--- src/rtl/bcc_pkg.sv ---
package bcc_pkg;

    localparam int BYTE_W = 8;

    typedef enum logic [2:0] {
        TGT_CMD   = 3'b000,
        TGT_MODE  = 3'b001,
        TGT_IOCTL = 3'b010,
        TGT_INDEX = 3'b011
    } target_e;

    typedef enum logic [1:0] {
        CM_FREE    = 2'd0,
        CM_LIMIT   = 2'd1,
        CM_ONESHOT = 2'd2,
        CM_MODN    = 2'd3
    } cmode_e;

    typedef struct packed {
        logic ptr_clr;
        logic cnt_clr;
        logic flg_clr;
        logic err_clr;
        logic pre_to_cnt;
        logic cnt_to_lat;
        logic pre_to_psc;
        logic mode_wr;
        logic io_wr;
        logic idx_wr;
    } cmd_t;

    localparam int FLG_BORROW = 0;
    localparam int FLG_CARRY  = 1;
    localparam int FLG_ERROR  = 4;
    localparam int FLG_UP     = 5;

    function automatic cmd_t decode_ctrl(input logic [BYTE_W-1:0] b);
        cmd_t c;
        c = '0;
        case (target_e'(b[7:5]))
            TGT_CMD: begin
                c.ptr_clr = b[0];
                case (b[4:3])
                    2'b00: begin
                        c.cnt_clr = (b[2:1] == 2'b01);
                        c.flg_clr = (b[2:1] == 2'b10);
                        c.err_clr = (b[2:1] == 2'b11);
                    end
                    2'b01:   c.pre_to_cnt = 1'b1;
                    2'b10:   c.cnt_to_lat = 1'b1;
                    default: c.pre_to_psc = 1'b1;
                endcase
            end
            TGT_MODE:  c.mode_wr = 1'b1;
            TGT_IOCTL: c.io_wr   = 1'b1;
            TGT_INDEX: c.idx_wr  = 1'b1;
            default:   c = '0;
        endcase
        return c;
    endfunction

endpackage

--- src/rtl/bcc_cmd_decode.sv ---
module bcc_cmd_decode
    import bcc_pkg::*;
(
    input  logic              wr,
    input  logic [BYTE_W-1:0] ctrl_byte,
    output cmd_t              cmd
);
    always_comb begin
        cmd = wr ? decode_ctrl(ctrl_byte) : '0;
    end
endmodule

--- src/rtl/bcc_byte_ptr.sv ---
module bcc_byte_ptr #(
    parameter int NBYTES = 3,
    localparam int PW    = (NBYTES > 1) ? $clog2(NBYTES) : 1
) (
    input  logic          clk,
    input  logic          rst,
    input  logic          clr,
    input  logic          adv,
    output logic [PW-1:0] ptr
);
    localparam logic [PW-1:0] LAST = PW'(NBYTES - 1);

    always_ff @(posedge clk) begin
        if (rst || clr)  ptr <= '0;
        else if (adv)    ptr <= (ptr == LAST) ? '0 : ptr + 1'b1;
    end

    AST_PTR_RANGE: assert property (@(posedge clk) disable iff (rst)
        1'b1 |-> ptr <= LAST);
    AST_PTR_CLEARS: assert property (@(posedge clk) disable iff (rst)
        clr |=> ptr == '0);
endmodule

--- src/rtl/bcc_count_core.sv ---
module bcc_count_core
    import bcc_pkg::*;
#(
    parameter int W = 24
) (
    input  logic         clk,
    input  logic         rst,
    input  cmode_e       mode,
    input  logic [W-1:0] ceil,
    input  logic         enable,
    input  logic         step,
    input  logic         up,
    input  logic         load_zero,
    input  logic         load_preset,
    input  logic         clr_flags,
    output logic [W-1:0] cnt_q,
    output logic         carry_q,
    output logic         borrow_q,
    output logic         up_q
);
    localparam logic [W-1:0] MAXV = {W{1'b1}};

    logic         halted_q;
    logic         load;
    logic         go;
    logic         bounded;
    logic [W-1:0] top;

    assign load    = load_zero | load_preset;
    assign go      = enable & step & ~halted_q & ~load;
    assign bounded = (mode == CM_LIMIT) || (mode == CM_MODN);
    assign top     = bounded ? ceil : MAXV;

    always_ff @(posedge clk) begin
        if (rst) begin
            cnt_q    <= '0;
            carry_q  <= 1'b0;
            borrow_q <= 1'b0;
            halted_q <= 1'b0;
            up_q     <= 1'b0;
        end else begin
            if (load) begin
                cnt_q    <= load_preset ? ceil : '0;
                halted_q <= 1'b0;
            end else if (go) begin
                up_q <= up;
                if (up) begin
                    if (cnt_q == top) begin
                        case (mode)
                            CM_LIMIT: cnt_q <= cnt_q;
                            CM_ONESHOT: begin
                                cnt_q    <= '0;
                                carry_q  <= ~carry_q;
                                halted_q <= 1'b1;
                            end
                            default: begin
                                cnt_q   <= '0;
                                carry_q <= ~carry_q;
                            end
                        endcase
                    end else begin
                        cnt_q <= cnt_q + 1'b1;
                    end
                end else begin
                    if (cnt_q == '0) begin
                        case (mode)
                            CM_LIMIT: cnt_q <= cnt_q;
                            CM_ONESHOT: begin
                                cnt_q    <= MAXV;
                                borrow_q <= ~borrow_q;
                                halted_q <= 1'b1;
                            end
                            CM_MODN: begin
                                cnt_q    <= ceil;
                                borrow_q <= ~borrow_q;
                            end
                            default: begin
                                cnt_q    <= MAXV;
                                borrow_q <= ~borrow_q;
                            end
                        endcase
                    end else begin
                        cnt_q <= cnt_q - 1'b1;
                    end
                end
            end
            if (clr_flags) begin
                carry_q  <= 1'b0;
                borrow_q <= 1'b0;
            end
        end
    end

    AST_IDLE_HOLD: assert property (@(posedge clk) disable iff (rst)
        (!(enable && step) && !load) |=> $stable(cnt_q));
    AST_HALT_HOLD: assert property (@(posedge clk) disable iff (rst)
        (halted_q && !load) |=> $stable(cnt_q));
    AST_CEIL_KEPT: assert property (@(posedge clk) disable iff (rst)
        (bounded && enable && step && !load && cnt_q <= ceil)
        |=> cnt_q <= $past(ceil));
    AST_ONE_TOGGLE: assert property (@(posedge clk) disable iff (rst)
        (enable && step && !clr_flags)
        |=> $onehot0({carry_q != $past(carry_q), borrow_q != $past(borrow_q)}));
endmodule

--- src/rtl/byte_counter_channel.sv ---
module byte_counter_channel
    import bcc_pkg::*;
#(
    parameter int CNT_W    = 24,
    localparam int NBYTES  = CNT_W / BYTE_W,
    localparam int PW      = (NBYTES > 1) ? $clog2(NBYTES) : 1
) (
    input  logic              clk,
    input  logic              rst,
    input  logic              ctrl_wr,
    input  logic              data_wr,
    input  logic              data_rd,
    input  logic [BYTE_W-1:0] wdata,
    output logic [BYTE_W-1:0] rdata,
    output logic [BYTE_W-1:0] flags,
    input  logic              cnt_step,
    input  logic              cnt_up,
    input  logic              index_pulse,
    input  logic              noise_in,
    output logic [1:0]        input_mode,
    output logic              ab_enable,
    output logic [1:0]        index_cfg,
    output logic [BYTE_W-1:0] prescale
);
    cmd_t              cmd;
    logic [PW-1:0]     ptr;
    logic [BYTE_W-1:0] preset_b [NBYTES];
    logic [CNT_W-1:0]  preset;
    logic [CNT_W-1:0]  latch_q;
    logic [CNT_W-1:0]  cnt;
    logic [1:0]        cmode_q;
    logic [1:0]        imode_q;
    logic              ab_en_q;
    logic              idx_load_n_q;
    logic [1:0]        idx_q;
    logic              err_q;
    logic              carry;
    logic              borrow;
    logic              upf;
    logic              idx_load;

    bcc_cmd_decode u_dec (
        .wr        (ctrl_wr),
        .ctrl_byte (wdata),
        .cmd       (cmd)
    );

    bcc_byte_ptr #(.NBYTES(NBYTES)) u_ptr (
        .clk (clk),
        .rst (rst),
        .clr (cmd.ptr_clr),
        .adv (data_wr | data_rd),
        .ptr (ptr)
    );

    for (genvar i = 0; i < NBYTES; i++) begin : g_lane
        always_ff @(posedge clk) begin
            if (rst)                                preset_b[i] <= '0;
            else if (data_wr && ptr == PW'(i))      preset_b[i] <= wdata;
        end
        assign preset[i*BYTE_W +: BYTE_W] = preset_b[i];
    end

    assign idx_load = index_pulse & ~idx_load_n_q;

    bcc_count_core #(.W(CNT_W)) u_core (
        .clk         (clk),
        .rst         (rst),
        .mode        (cmode_e'(cmode_q)),
        .ceil        (preset),
        .enable      (ab_en_q),
        .step        (cnt_step),
        .up          (cnt_up),
        .load_zero   (cmd.cnt_clr),
        .load_preset (cmd.pre_to_cnt | idx_load),
        .clr_flags   (cmd.flg_clr),
        .cnt_q       (cnt),
        .carry_q     (carry),
        .borrow_q    (borrow),
        .up_q        (upf)
    );

    always_ff @(posedge clk) begin
        if (rst) begin
            latch_q      <= '0;
            cmode_q      <= '0;
            imode_q      <= '0;
            ab_en_q      <= 1'b0;
            idx_load_n_q <= 1'b1;
            idx_q        <= '0;
            err_q        <= 1'b0;
            prescale     <= '0;
        end else begin
            if (cmd.cnt_to_lat) latch_q  <= cnt;
            if (cmd.pre_to_psc) prescale <= preset[BYTE_W-1:0];
            if (cmd.mode_wr) begin
                cmode_q <= wdata[2:1];
                imode_q <= wdata[4:3];
            end
            if (cmd.io_wr) begin
                ab_en_q      <= wdata[0];
                idx_load_n_q <= wdata[1];
            end
            if (cmd.idx_wr) idx_q <= wdata[1:0];
            if (cmd.err_clr) err_q <= 1'b0;
            if (noise_in)    err_q <= 1'b1;
        end
    end

    assign rdata      = latch_q[ptr*BYTE_W +: BYTE_W];
    assign input_mode = imode_q;
    assign ab_enable  = ab_en_q;
    assign index_cfg  = idx_q;

    always_comb begin
        flags             = '0;
        flags[FLG_BORROW] = borrow;
        flags[FLG_CARRY]  = carry;
        flags[FLG_ERROR]  = err_q;
        flags[FLG_UP]     = upf;
    end

    AST_LATCH_HOLD: assert property (@(posedge clk) disable iff (rst)
        !cmd.cnt_to_lat |=> $stable(latch_q));
    AST_DATA_NO_LOAD: assert property (@(posedge clk) disable iff (rst)
        (data_wr && !cmd.cnt_clr && !cmd.pre_to_cnt && !idx_load && !(ab_en_q && cnt_step))
        |=> $stable(cnt));
endmodule

--- config.mk ---
export PLATFORM = sky130hd
export DESIGN_NAME = byte_counter_channel
export DESIGN_NICKNAME = d
export VERILOG_FILES = /design/src/rtl/bcc_pkg.sv /design/src/rtl/bcc_cmd_decode.sv /design/src/rtl/bcc_byte_ptr.sv /design/src/rtl/bcc_count_core.sv /design/src/rtl/byte_counter_channel.sv
export SDC_FILE = /design/constraint.sdc
export NUM_CORES = 1
export LEC_CHECK = 0
export BUFFER_PORTS_ARGS = -buffer_cell sky130_fd_sc_hd__clkbuf_2
export CAP_MARGIN = 20
export CORE_AREA = 5 5 107 109
export DETAILED_ROUTE_END_ITERATION = 12
export DIE_AREA = 0 0 112 114
export PLACE_DENSITY = 0.79
export REMOVE_ABC_BUFFERS = 1
export SYNTH_ARGS = -nofsm -noshare
export SYNTH_HDL_FRONTEND = slang
export SYNTH_SLANG_ARGS = --single-unit
export TNS_END_PERCENT = 50
--- constraint.sdc ---
create_clock -name clk -period 3.6 [get_ports clk]
set_input_delay 0.72 -clock clk [delete_from_list [all_inputs] [get_ports clk]]
set_output_delay 0.72 -clock clk [all_outputs]
set_load 0.1 [all_outputs]
==> flow_summary.ini <==
[synth]
ys_async_sr_fraction_pct = 0
syn_inst = 769
synthMostInstantiatedCell = nand2_1
ys_top_cells_by_count = nand2_1 (113), dfxtp_1 (71), a21oi_1 (62)
synth_cell_types = 78
synth.area.top_cells = dfxtp_1 (23%), edfxtp_1 (12%), nand2_1 (6.9%)
netlist.area_leader.share_pct = 23.08
netlist_area_sq_um = 6158
avgSynthCellArea_sq_um = 8.008
synth_edf_count = 24
ys.flop_type = dfxtp_1
synth_area_leader_cell = dfxtp_1
seq_area_frac_synth_pct = 34.78
ys_ff_latch = 95
yosysWarnings = 0

[cts]
clk_path_buf_depth = 2
cts_sinks = 95
cts-root-buf = clkbuf_8
ctsHoldBuffers = 0
h-tree-depth = 3
ctsResizeCount = 0
clock_latency_ps = 370
cts_tree = built
cts_setup_buffers = 0
clkTransAtPathRegs_ps = 100
cts_buffers = 9

[place]
dpl.hpwl_mm = 15.01
routabilityCongestion = 1.019
portBuffers = 41

[grt]
grt_util_met3_pct = 6.313
antenna_found_initial = 0
grt_pass1_vias = 6040
gr-total-overflow = 0
busiest_layer = met2
grt_pass1_wl_mm = 32.50
grt_util_met1_pct = 41.09
use_met2_pct = 51.60
track_usage_pct = 32.28
grt_max_degree = 66

[critical_path]
worstPathRequired_ps = 3880
worstSetupStartpoint = preset_b[2][6]$_SDFFCE_PN0P_
endpoint_kind = flop
crit_path_max_fanout = 16
r2r_end = u_core.cnt_q[3]$_SDFFE_PP0P_
crit_type = flop to flop
regToRegStartpoint = preset_b[2][6]$_SDFFCE_PN0P_
worstSetupEndpoint = u_core.cnt_q[3]$_SDFFE_PP0P_
arrival_ps = 3650
r2r_cells = 9
r2r_setup_slack_ps = 240
cp-start-kind = flop

[route]
vias_per_cell = 6.884
wl_per_cell_microns = 22.16
via_count = 6395
drtPass1Iterations = 6
drt-initial-drc-count = 839
drc = 0
wl_mm = 20.59
ant_nets = 0

[worst_hold_path]
holdCritStartpoint = latch_q[15]$_SDFFE_PP0P_
hp-class = flop to flop

[sta]
max_freq_mhz = 297.2
worst_clock_skew_ps = 12.14
relSlewSlack_pct = 29.73
tns_ps = 0
rsz0062_at_grt = no
setup_viol = 0
final_max_slew_viol_count = 0
period_needed_ps = 3365
hold_viol = 0
finalCritPeriodShare_pct = 93.47
worstMarginPinSlew_ps = 1043

[power]
power_uw = 2555
p_per_area_nw_per_um2 = 383.3
p_leak_uw = 0.002469
peakVddDrop_uv = 271.1

[layout]
fin_nets = 803
filler_cell_count = 935
area_growth_pct = 8.249
drive_gt1_share_pct = 14.09
postLayoutCoreUtil_pct = 63.44

[floorplan]
std_cell_rows = 38
dieArea_sq_um = 12770
die_y_microns = 114
die_width_microns = 112
ios = 46
start_util_pct = 58.61
core-area_sq_um = 10510

[job]
maxCapViolCount = 0

[status]
status = completed
[per-layer routing]
metal / vias to the layer above / part of all wire [%]
met3: 123 / 11
met4: 0 / 5.8
met1: 3011 / 39
li1: 2833 / -
met5: - / 0
met2: 428 / 44
[per-stage QoR]
step                setup slack (ps)  hold WS [ps]  cells  instance area, sq um
floorplan                      294.9         429.6    697                  5811
global placement               340.7         444.2    912                  6459
detailed placement             315.4         447.0    912                  6459
CTS                            297.3         461.9    928                  6664
global route                   38.17         490.8    928                  6664
finish                         235.0         462.9    929                  6666
[logic make-up (layout without fill, tap and decap cells)]
logic type,count (synthesis),after routing,synth area share [%]
DFF,95,95,34.78
other,1,5,0.06089
AOI/OAI and AO/OA,210,210,23.30
buffers and inverters,96,112,7.111
adders and majority gates,3,3,0.6096
muxes,25,25,4.063
xor gates and xnor gates,27,27,3.840
and+or+nand+nor,312,312,26.23
[placed cells by master (no fill, tap or decap), drive strengths merged, types with 3 or more instances in the layout]
cell type,Yosys,final
o31ai,18,18
nor3,26,26
xnor2,10,10
or4,8,8
dfxtp,71,71
nor4bb,3,3
nor2b,5,5
mux2i,25,25
nor4,11,11
nand2,113,113
nand3b,5,5
nand3,16,16
nor2,55,55
buf,29,34
a211oi,8,8
o32ai,6,6
inv,21,25
nand4,9,9
o22ai,13,13
o41ai,4,4
o21ai,31,31
or2,4,4
a2111oi,3,3
edfxtp,24,24
a22oi,7,7
and3,5,5
and2,24,24
conb,1,4
a221oi,13,13
o211ai,8,8
clkbuf,46,52
ha,3,3
xor2,17,17
nand4bb,9,9
or3,7,7
a21oi,62,62
a31oi,10,10
a32oi,8,8
nand2b,3,3
[critical path, cell delays in order (launching register included)]
cell      delay (ps)
edfxtp_1         530
xor2_1           200
o31ai_1          220
a32oi_1          120
or4_1            670
o41a_4           440
o21ai_4          470
buf_4            270
a221oi_1          90
nor4_1           290
[power by group]
group | switching [uW] | leakage (uW) | total [uW] | internal [uW]
combinational | 395 | 0.00154 | 615 | 219
sequential | 68.1 | 0.000827 | 1200 | 1130
clock | 421 | 0.000104 | 744 | 323
total | 884 | 0.00247 | 2560 | 1670
[state kept, by name, summed over array words and instances (netlist names), 2 cells and up]
| signal | count |
|---|---|
| latch_q | 24 |
| input_mode | 2 |
| index_cfg | 2 |
| preset_b | 24 |
| prescale | 8 |
| u_ptr.ptr | 2 |
| cmode_q | 2 |
| u_core.cnt_q | 24 |
[cell type report]
cell class,instances,area (sq um),area share (%)
inverters,21,78.83,1.182
diodes,1,2.502,0.03754
clock buffers,11,162.7,2.440
well taps,140,175.2,2.628
repair buffers,75,473.0,7.095
flip-flops and latches,95,2142,32.13
multi-input cells,581,3590,53.85
clock inverters,5,42.54,0.6381
[worst min-delay path by stage]
| stage | endpoint | slack, ps | cells past startpoint |
|---|---|---|---|
| finish | latch_q[15]$_SDFFE_PP0P_ | 460 | 2 |
| global route | latch_q[10]$_SDFFE_PP0P_ | 490 | 2 |
| CTS | latch_q[15]$_SDFFE_PP0P_ | 460 | 2 |
| detailed placement | latch_q[15]$_SDFFE_PP0P_ | 450 | 2 |
| global placement | latch_q[1]$_SDFFE_PP0P_ | 440 | 2 |
| floorplan | latch_q[0]$_SDFFE_PP0P_ | 430 | 2 |
(Power assumes the default switching activity.)
